### src/rtl/ddr_rd_pkg.sv
package ddr_rd_pkg;

    typedef enum logic [1:0] {
        CMD_NOP  = 2'd0,
        CMD_READ = 2'd1,
        CMD_BST  = 2'd2,
        CMD_PRE  = 2'd3
    } cmd_e;

    typedef enum logic [1:0] {
        ST_IDLE     = 2'd0,
        ST_PREAMBLE = 2'd1,
        ST_BURST    = 2'd2
    } st_e;

    // Control bits of one half-cycle output slot.
    typedef struct packed {
        logic dq_oe;
        logic dqs_oe;
        logic dqs_lvl;
    } slot_ctl_t;

endpackage

### src/rtl/ddr_rd_cmd_pipe.sv
// Delays commands so that the controller sees each one a fixed number of
// cycles ahead of its first output slot (hi tap) and one cycle earlier (lo tap).
module ddr_rd_cmd_pipe #(
    parameter int COL_W = 10,
    parameter int DEPTH = 3
) (
    input  logic             clk,
    input  logic             rst_n,
    input  logic [1:0]       cmd_i,
    input  logic [COL_W-1:0] col_i,
    input  logic [1:0]       cl_int,
    output logic [1:0]       hi_cmd,
    output logic [COL_W-1:0] hi_col,
    output logic [1:0]       lo_cmd
);
    localparam int NREG = DEPTH - 1;

    logic [1:0]       cmd_r [NREG];
    logic [COL_W-1:0] col_r [NREG];

    always_ff @(posedge clk or negedge rst_n) begin
        if (!rst_n) begin
            for (int k = 0; k < NREG; k++) begin
                cmd_r[k] <= 2'd0;
                col_r[k] <= '0;
            end
        end else begin
            cmd_r[0] <= cmd_i;
            col_r[0] <= col_i;
            for (int k = 1; k < NREG; k++) begin
                cmd_r[k] <= cmd_r[k-1];
                col_r[k] <= col_r[k-1];
            end
        end
    end

    // hi tap: delay cl_int-1 cycles; lo tap: delay cl_int-2 cycles.
    always_comb begin
        hi_cmd = 2'd0;
        hi_col = '0;
        lo_cmd = cmd_i;
        for (int k = 0; k < NREG; k++) begin
            if (k == int'(cl_int) - 2) begin
                hi_cmd = cmd_r[k];
                hi_col = col_r[k];
            end
            if (k == int'(cl_int) - 3) begin
                lo_cmd = cmd_r[k];
            end
        end
    end
endmodule

### src/rtl/ddr_rd_burst_fsm.sv
// Burst controller: one element pair per cycle, preamble, truncation.
module ddr_rd_burst_fsm
    import ddr_rd_pkg::*;
#(
    parameter int COL_W = 10,
    parameter int DQ_W  = 8
) (
    input  logic             clk,
    input  logic             rst_n,
    input  logic [1:0]       hi_cmd,
    input  logic [COL_W-1:0] hi_col,
    input  logic [1:0]       lo_cmd,
    input  logic [1:0]       bl_sel,
    input  logic [DQ_W-1:0]  fetch_even,
    input  logic [DQ_W-1:0]  fetch_odd,
    output logic [COL_W-1:0] col_even,
    output logic [COL_W-1:0] col_odd,
    output slot_ctl_t        ctl_rise,
    output slot_ctl_t        ctl_fall,
    output logic [DQ_W-1:0]  dat_rise,
    output logic [DQ_W-1:0]  dat_fall
);
    localparam int OW = 3;
    localparam int HW = COL_W - OW;

    st_e              st, st_n, wait_st;
    logic [COL_W-1:0] base, base_n;
    logic [OW-1:0]    offs, offs_n, left, left_n;
    logic [OW-1:0]    mask, npairs;

    always_comb begin
        unique case (bl_sel)
            2'd0:    begin mask = 3'd1; npairs = 3'd1; end
            2'd1:    begin mask = 3'd3; npairs = 3'd2; end
            default: begin mask = 3'd7; npairs = 3'd4; end
        endcase
    end

    // Where the controller rests when no pair is due next cycle.
    assign wait_st = (lo_cmd == CMD_READ) ? ST_PREAMBLE : ST_IDLE;

    // State register.
    always_ff @(posedge clk or negedge rst_n) begin
        if (!rst_n) begin
            st   <= ST_IDLE;
            base <= '0;
            offs <= '0;
            left <= '0;
        end else begin
            st   <= st_n;
            base <= base_n;
            offs <= offs_n;
            left <= left_n;
        end
    end

    // Next-state logic.
    always_comb begin
        st_n   = ST_IDLE;
        base_n = base;
        offs_n = offs;
        left_n = left;
        if (hi_cmd == CMD_READ) begin
            st_n   = ST_BURST;
            base_n = hi_col & ~{{HW{1'b0}}, mask};
            offs_n = hi_col[OW-1:0] & mask;
            left_n = npairs - 3'd1;
        end else if (hi_cmd == CMD_BST || hi_cmd == CMD_PRE) begin
            st_n = wait_st;
        end else begin
            unique case (st)
                ST_BURST: begin
                    if (left != '0) begin
                        st_n   = ST_BURST;
                        offs_n = (offs + 3'd2) & mask;
                        left_n = left - 3'd1;
                    end else begin
                        st_n = wait_st;
                    end
                end
                ST_IDLE, ST_PREAMBLE: st_n = wait_st;
                default:              st_n = ST_IDLE;
            endcase
        end
    end

    assign col_even = base | {{HW{1'b0}}, offs};
    assign col_odd  = base | {{HW{1'b0}}, (offs + 3'd1) & mask};

    // Output logic.
    always_comb begin
        ctl_rise = '0;
        ctl_fall = '0;
        dat_rise = '0;
        dat_fall = '0;
        unique case (st)
            ST_BURST: begin
                ctl_rise = '{dq_oe: 1'b1, dqs_oe: 1'b1, dqs_lvl: 1'b1};
                ctl_fall = '{dq_oe: 1'b1, dqs_oe: 1'b1, dqs_lvl: 1'b0};
                dat_rise = fetch_even;
                dat_fall = fetch_odd;
            end
            ST_PREAMBLE: begin
                ctl_rise = '{dq_oe: 1'b0, dqs_oe: 1'b1, dqs_lvl: 1'b0};
                ctl_fall = '{dq_oe: 1'b0, dqs_oe: 1'b1, dqs_lvl: 1'b0};
            end
            ST_IDLE: ;
            default: ;
        endcase
    end
endmodule

### src/rtl/ddr_rd_half_shift.sv
// Optional one-slot delay for the half-cycle latency setting.
module ddr_rd_half_shift
    import ddr_rd_pkg::*;
#(
    parameter int DQ_W = 8
) (
    input  logic            clk,
    input  logic            rst_n,
    input  logic            half_en,
    input  slot_ctl_t       in_ctl_rise,
    input  slot_ctl_t       in_ctl_fall,
    input  logic [DQ_W-1:0] in_dat_rise,
    input  logic [DQ_W-1:0] in_dat_fall,
    output slot_ctl_t       out_ctl_rise,
    output slot_ctl_t       out_ctl_fall,
    output logic [DQ_W-1:0] out_dat_rise,
    output logic [DQ_W-1:0] out_dat_fall
);
    slot_ctl_t       held_ctl;
    logic [DQ_W-1:0] held_dat;

    always_ff @(posedge clk or negedge rst_n) begin
        if (!rst_n) begin
            held_ctl <= '0;
            held_dat <= '0;
        end else begin
            held_ctl <= in_ctl_fall;
            held_dat <= in_dat_fall;
        end
    end

    always_comb begin
        if (half_en) begin
            out_ctl_rise = held_ctl;
            out_dat_rise = held_dat;
            out_ctl_fall = in_ctl_rise;
            out_dat_fall = in_dat_rise;
        end else begin
            out_ctl_rise = in_ctl_rise;
            out_dat_rise = in_dat_rise;
            out_ctl_fall = in_ctl_fall;
            out_dat_fall = in_dat_fall;
        end
    end
endmodule

### src/rtl/ddr_rd_seq.sv
module ddr_rd_seq
    import ddr_rd_pkg::*;
#(
    parameter int COL_W  = 10,
    parameter int DQ_W   = 8,
    parameter int MAX_CL = 3
) (
    input  logic             clk,
    input  logic             rst_n,
    input  logic [1:0]       cmd_i,
    input  logic [COL_W-1:0] col_i,
    input  logic [1:0]       cl_sel,
    input  logic [1:0]       bl_sel,
    output logic [COL_W-1:0] fetch_col_even,
    output logic [COL_W-1:0] fetch_col_odd,
    input  logic [DQ_W-1:0]  fetch_even,
    input  logic [DQ_W-1:0]  fetch_odd,
    output logic [DQ_W-1:0]  dq_rise,
    output logic [DQ_W-1:0]  dq_fall,
    output logic             dq_oe_rise,
    output logic             dq_oe_fall,
    output logic             dqs_rise,
    output logic             dqs_fall,
    output logic             dqs_oe_rise,
    output logic             dqs_oe_fall
);
    logic [1:0]       cl_int;
    logic             half_en;
    logic [1:0]       hi_cmd, lo_cmd;
    logic [COL_W-1:0] hi_col;
    slot_ctl_t        c_rise, c_fall, o_rise, o_fall;
    logic [DQ_W-1:0]  d_rise, d_fall;

    assign cl_int  = (cl_sel == 2'd2) ? 2'd3 : 2'd2;
    assign half_en = (cl_sel == 2'd1);

    ddr_rd_cmd_pipe #(.COL_W(COL_W), .DEPTH(MAX_CL)) u_pipe (
        .clk(clk), .rst_n(rst_n), .cmd_i(cmd_i), .col_i(col_i),
        .cl_int(cl_int), .hi_cmd(hi_cmd), .hi_col(hi_col), .lo_cmd(lo_cmd)
    );

    ddr_rd_burst_fsm #(.COL_W(COL_W), .DQ_W(DQ_W)) u_fsm (
        .clk(clk), .rst_n(rst_n), .hi_cmd(hi_cmd), .hi_col(hi_col),
        .lo_cmd(lo_cmd), .bl_sel(bl_sel), .fetch_even(fetch_even),
        .fetch_odd(fetch_odd), .col_even(fetch_col_even), .col_odd(fetch_col_odd),
        .ctl_rise(c_rise), .ctl_fall(c_fall), .dat_rise(d_rise), .dat_fall(d_fall)
    );

    ddr_rd_half_shift #(.DQ_W(DQ_W)) u_half (
        .clk(clk), .rst_n(rst_n), .half_en(half_en),
        .in_ctl_rise(c_rise), .in_ctl_fall(c_fall),
        .in_dat_rise(d_rise), .in_dat_fall(d_fall),
        .out_ctl_rise(o_rise), .out_ctl_fall(o_fall),
        .out_dat_rise(dq_rise), .out_dat_fall(dq_fall)
    );

    assign dq_oe_rise  = o_rise.dq_oe;
    assign dq_oe_fall  = o_fall.dq_oe;
    assign dqs_rise    = o_rise.dqs_lvl;
    assign dqs_fall    = o_fall.dqs_lvl;
    assign dqs_oe_rise = o_rise.dqs_oe;
    assign dqs_oe_fall = o_fall.dqs_oe;
endmodule

### config.mk
export PLATFORM = sky130hd
export DESIGN_NAME = ddr_rd_seq
export DESIGN_NICKNAME = d
export VERILOG_FILES = /design/src/rtl/ddr_rd_pkg.sv /design/src/rtl/ddr_rd_cmd_pipe.sv /design/src/rtl/ddr_rd_burst_fsm.sv /design/src/rtl/ddr_rd_half_shift.sv /design/src/rtl/ddr_rd_seq.sv
export SDC_FILE = /design/constraint.sdc
export NUM_CORES = 1
export LEC_CHECK = 0
export BUFFER_PORTS_ARGS = -buffer_cell sky130_fd_sc_hd__clkbuf_2
export CAP_MARGIN = 20
export CORE_MARGIN = 2
export CORE_UTILIZATION = 50
export DETAILED_ROUTE_END_ITERATION = 8
export PLACE_DENSITY = 0.76
export SETUP_SLACK_MARGIN = 0.02
export SYNTH_ARGS = -nofsm -noshare
export SYNTH_HDL_FRONTEND = slang
export SYNTH_SLANG_ARGS = --single-unit
### constraint.sdc
create_clock -name clk -period 2.7 [get_ports clk]
set_clock_uncertainty 0.05 [all_clocks]
set_input_delay 0.27 -clock clk [delete_from_list [all_inputs] [get_ports clk]]
set_output_delay 0.27 -clock clk [all_outputs]
set_load 0.05 [all_outputs]
==> results.cfg, run 1 <==
[status]
outcome = complete, but fails checks
violations = negative hold slack

[synth]
postSynthAreaPerCell_sq_um = 10.73
yosys.cell_types.count = 41
ys_seq_area_frac = 0.5405
syn_inst = 220
yosysWarnings = 0
ys.flop_type = dfrtp_1
synth_edf_count = 0
synth_fp_nets = 261
syn_area_sq_um = 2361
synth-async-reset-ratio = 1.000
synth-seq-cells = 51

[setup_path]
crit_fanout = 19
cp-end-kind = primary output
crit_required_ns = 2.38
critPathKind = reg2out
cp_data_arrival_time_ns = 2.03
start_kind = register

[timing]
fin_crit_sh = 0.8689
hold_slack_ns = -0.01281
tightest_slew_ns = 0.7925
fmax_ghz = 0.4263
setup_violations = 0
relSlewSlack = 0.4717
setup_ws_ns = 0.3541
period_needed_ns = 2.346
hold_viol = 19
rsz0062_at_grt = false
tns_ns = 0
drv_slew = 0

[cells_and_area]
final_cell_mix = 75 x clkbuf_2, 51 x dfrtp_1, 37 x nand2_1
layout_commonest_cell = clkbuf_2
nets = 321
area_growth_pct = 17.22
finish.instance_area_sq_um = 2768
final_cells = 333
fillers = 366
final_layout_size_suffix_gt1_frac = 0.3452
antenna_cells = 0

[placed_design]
pre_cts_slack_ns = 0.4028
dpl_cell_area_sq_um = 2664
gp_congestion = 0.7723
portBuffers = 75
post-place-cells = 325
dp_hpwl_microns = 2999

[detailed_routing]
top_layer = met4
drc = 0
first_iter_violations = 74
wl_met2_microns = 1845
met3_length_microns = 293
via_count = 1674
drtAntennaViolNets = 0
wl_per_cell_microns = 12.18
wl_met1_microns = 1887
viasPerCell = 5.027
routed_wl_microns = 4056
firstDrtPassIters = 5

[clock_tree]
root_buffer = clkbuf_8
cts_resized = 0
cts_hold_buf = 0
cts.sinks = 51
clk_pin_slew_ns = 0.09
htreeDepth = 2
clkLatencyLatePin_ns = 0.30
cts_max_path_buffers = 2
cts_buffers = 5
post_cts_buffers = 0
cts_tree = done

[floorplan]
fp.dieW_microns = 72.72
start_util = 0.5312
fp-row-count = 24
core-area_sq_um = 4444
fp.dieH_microns = 72.72
die_area_sq_um = 5287
io_pins = 76

[global_route]
grt_max_degree = 34
grt_overflow = 0
antenna_found_initial = 0
grtUsageTotal = 0.1662
grt_pass1_wl_microns = 6762
first_global_vias = 1490

[hold_path]
hold_class = in2async

[power_and_ir_drop]
p_per_area_nw_per_um2 = 811.7
ir_drop_uv = 521.3
leakage_nw = 1.430

[job]
drv_cap = 0
[synth_stat cells, drive strengths merged, types with 2 or more instances]
master,number,area [sq um]
mux2i,12,120.1
dfrtp,51,1276
inv,5,18.77
buf,19,145.1
and2,12,75.07
a21oi,4,20.02
or2,4,25.02
nand2b,2,12.51
nand2,37,138.9
o21ai,25,125.1
nor2,4,15.01
clkbuf,8,30.03
mux2,2,26.27
xor2,2,17.52
nor2b,3,26.27
ha,7,87.58
a21o,3,22.52
[kinds of logic (layout without fill, tap and decap cells)]
logic type	after synthesis	after routing	synth area share
AND/OR/NAND/NOR	71	71	0.1574
adder cells (fa/ha/maj)	7	7	0.03709
buffers and inverters	32	93	0.08214
XOR/XNOR	2	2	0.007421
flip-flops	51	51	0.5405
AO/OA/AOI/OAI	43	43	0.1134
multiplexers	14	14	0.06200
[area by class of cell]
| class | count | area (sq um) | share of cell area |
|---|---|---|---|
| inverters | 5 | 18.77 | 0.006781 |
| clock buffers | 7 | 96.34 | 0.03481 |
| well taps | 52 | 65.06 | 0.02351 |
| repair buffers | 80 | 412.9 | 0.1492 |
| flip-flops and latches | 51 | 1276 | 0.4611 |
| clock inverters | 1 | 7.507 | 0.002712 |
| multi-input cells | 137 | 890.9 | 0.3219 |
[per-layer routing]
layer / vias to the layer above / track usage
li1: 841 / -
met1: 765 / 0.2213
met2: 66 / 0.2616
met4: 0 / 0.06173
met5: - / 0
met3: 2 / 0.04558
[worst max-delay path, cell delays in order, from the launching register on]
cell      delay [ns]
dfrtp_1         0.41
inv_1           0.11
ha_1            0.53
and2_1          0.23
nand2_1         0.06
o21ai_0         0.09
clkbuf_2        0.30
[state kept, by name (all words and copies together) (netlist names)]
register,count
u_fsm.base,9
u_fsm.left,3
u_fsm.offs,3
u_fsm.st,2
u_half.held_ctl,2
u_half.held_dat,8
u_pipe.cmd_r,4
u_pipe.col_r,20
[path summary, 6_finish.rpt]
check	startpoint	endpoint	slack (ns)	depth (start not counted)
worst max-delay path	u_fsm.st[0]	dq_fall[2]	0.35	6
min in group clk	col_i[9]	u_pipe.col_r[19]	0.03	1
worst min-delay path	rst_n	u_half.held_dat[5]	-0.01	1
max in group asynchronous	rst_n	u_fsm.base[2]	1.96	2
worst min register to register	u_pipe.col_r[14]	u_pipe.col_r[4]	0.32	0
worst max register to register	u_pipe.cmd_r[3]	u_fsm.left[2]	0.48	10
[power by group]
group	switching [mW]	internal (mW)	total, mW	leakage (nW)
logic	0.608	0.227	0.836	0.756
clock network	0.234	0.233	0.467	0.0505
registers	0.0817	0.862	0.944	0.624
total	0.924	1.32	2.25	1.43
[through the flow]
stage	utilization	hold WS, ns	power (mW)
after CTS	0.6227	0.006035	2.277
after floorplan	-	-0.07559	1.653
final	0.6227	-0.01281	2.246
after detailed placement	0.5994	0.3126	1.798
after global routing	0.6227	0.002144	2.386
after global placement	0.5994	0.3102	1.790
No activity file was read; power rests on OpenSTA's default activity.
==> run 2: changes to the inputs <==
--- a/config.mk
+++ b/config.mk
@@ -5,12 +5,12 @@
 export SDC_FILE = /design/constraint.sdc
 export NUM_CORES = 1
 export LEC_CHECK = 0
-export BUFFER_PORTS_ARGS = -buffer_cell sky130_fd_sc_hd__clkbuf_2
 export CAP_MARGIN = 20
 export CORE_MARGIN = 2
 export CORE_UTILIZATION = 50
 export DETAILED_ROUTE_END_ITERATION = 8
-export PLACE_DENSITY = 0.76
+export DONT_BUFFER_PORTS = 1
+export PLACE_DENSITY = 0.62
 export SETUP_SLACK_MARGIN = 0.02
 export SYNTH_ARGS = -nofsm -noshare
 export SYNTH_HDL_FRONTEND = slang
==> constraint.sdc (replaced) <==
create_clock -name clk -period 2.7 [get_ports clk]
set_clock_uncertainty 0.05 [all_clocks]
set_input_delay 0.81 -clock clk [delete_from_list [all_inputs] [get_ports clk]]
set_output_delay 0.81 -clock clk [all_outputs]
set_load 0.05 [all_outputs]
==> results.cfg, run 2 (synthesized netlist as in run 1, its figures left out) <==
[status]
outcome = finished, final reports clean

[power_and_ir_drop]
power.total_mw = 2.302
pwr-share-clk = 0.199
switchingPower_mw = 0.9569
ir_drop_uv = 427.3
p_int_mw = 1.345
p_per_area_nw_per_um2 = 822.4
seqPwrFrac = 0.407
leakage_nw = 1.300
p_sw_frac = 0.4157
combPwrFrac = 0.394

[timing]
relSlewSlack = 0.7000
hold_slack_ns = 0.1380
period_needed_ns = 2.579
hold_viol = 0
drv_slew = 0
rsz0062_at_grt = false
setup_ws_ns = 0.1206
fin_crit_sh = 0.9553
tightest_slew_ns = 0.4513
setup_violations = 0
fmax_ghz = 0.3877

[clock_tree]
htreeDepth = 2
clkLatencyLatePin_ns = 0.30
post_cts_buffers = 0
cts_buffers = 5
cts_tree = done
cts_hold_buf = 0
clk_pin_slew_ns = 0.10
cts_resized = 1
cts_max_path_buffers = 2
cts.sinks = 51
root_buffer = clkbuf_8

[global_route]
grt_pass1_wl_microns = 7176
grt_max_degree = 52
grt_overflow = 0
grtUsageTotal = 0.1775
first_global_vias = 1484
antenna_found_initial = 1

[floorplan]
fp.dieH_microns = 72.72
core-area_sq_um = 4444
fp-row-count = 24
start_util = 0.5312
die_area_sq_um = 5287
fp.dieW_microns = 72.72
io_pins = 76

[setup_path]
rr_worst_depth = 8
cp-end-kind = primary output
regToRegEndpoint = u_fsm.left[2]
ff2ff_setup_slack_ns = 0.55
critPathKind = in2out
r2r_start = u_pipe.cmd_r[3]
crit_fanout = 16
crit_required_ns = 1.84
cp_data_arrival_time_ns = 1.72
start_kind = input pin

[cells_and_area]
layout_commonest_cell = dfrtp_1
multi_input_area_sq_um = 930.9
reg_top3 = u_pipe.col_r: 20 flops, u_fsm.base: 9 flops, u_half.held_dat: 8 flops
fin_util = 0.6298
area_growth_pct = 18.55
largest_reg_flops = 20
max_flop_register = u_pipe.col_r
regArea_sq_um = 1276
final_cells = 287
final_layout_size_suffix_gt1_frac = 0.2564
nets = 274
final_cell_mix = 51 x dfrtp_1, 36 x nand2_1, 20 x buf_4
fillers = 362

[placed_design]
pre_cts_slack_ns = 0.1288
gp_congestion = 0.8304
dp_hpwl_microns = 3365
post-place-cells = 278
portBuffers = 0

[job]
drv_cap = 0

[detailed_routing]
viasPerCell = 5.369
via_count = 1541
drc = 0
drtAntennaViolNets = 0
routed_wl_microns = 4520
first_iter_violations = 77
firstDrtPassIters = 4
wl_per_cell_microns = 15.75

[hold_path]
hold_class = in2async
run 2: cell count changes in the layout (fill, tap and decap cells not counted), sizes merged:
cell and change:
buf +28, clkbuf -77, clkinvlp -1, diode +1
inv +3
run 2: layout make-up:
type | instances | area share
Multi-Input combinational cell | 137 | 0.3326
Timing Repair Buffer | 33 | 0.1466
Clock inverter | 3 | 0.009388
Antenna cell | 1 | 0.0008941
Inverter | 5 | 0.006705
Tap cell | 52 | 0.02325
Sequential cell | 51 | 0.4560
Clock buffer | 5 | 0.02459
run 2: per-stage QoR:
| step | instance area (sq um) | setup TNS (ns) |
|---|---|---|
| floorplan | 2396 | -2.379 |
| global placement | 2689 | 0 |
| detailed placement | 2689 | 0 |
| CTS | 2786 | 0 |
| global route | 2799 | 0 |
| finish | 2799 | 0 |
run 2: routing by layer:
metal / wire (microns) / vias to the layer above / track usage
li1: - / 745 / -
met5: 0 / - / 0
met2: 2232 / 55 / 0.2949
met1: 1925 / 735 / 0.2251
met3: 319 / 6 / 0.04834
met4: 42 / 0 / 0.05967
run 2: worst max path at each step:
stage | end | cells past startpoint | from | slack, ns
2_1_floorplan | dq_rise[4] | 4 | cl_sel[0] | -0.21
3_3_place_gp | u_fsm.left[2] | 8 | cl_sel[1] | 0.19
3_5_place_dp | dq_rise[2] | 5 | cl_sel[0] | 0.13
4_1_cts | dq_fall[0] | 6 | u_fsm.st[0] | 0.05
5_1_grt | dq_fall[0] | 6 | u_fsm.st[0] | 0.03
6_report | dq_rise[2] | 5 | cl_sel[0] | 0.12
run 2: critical path, stage by stage:
cell and delay (ns):
nor2b_1 0.25, buf_4 0.26, nand2_1 0.07, o21ai_1 0.15, buf_12 0.18
run 2: power by group through the flow:
stage	logic (mW)	registers (mW)	clock network, mW
floorplan	0.737	0.937	0
global placement	0.886	0.943	0
detailed placement	0.905	0.952	0
CTS	0.909	0.936	0.475
global route	0.957	0.951	0.507
finish	0.907	0.937	0.457
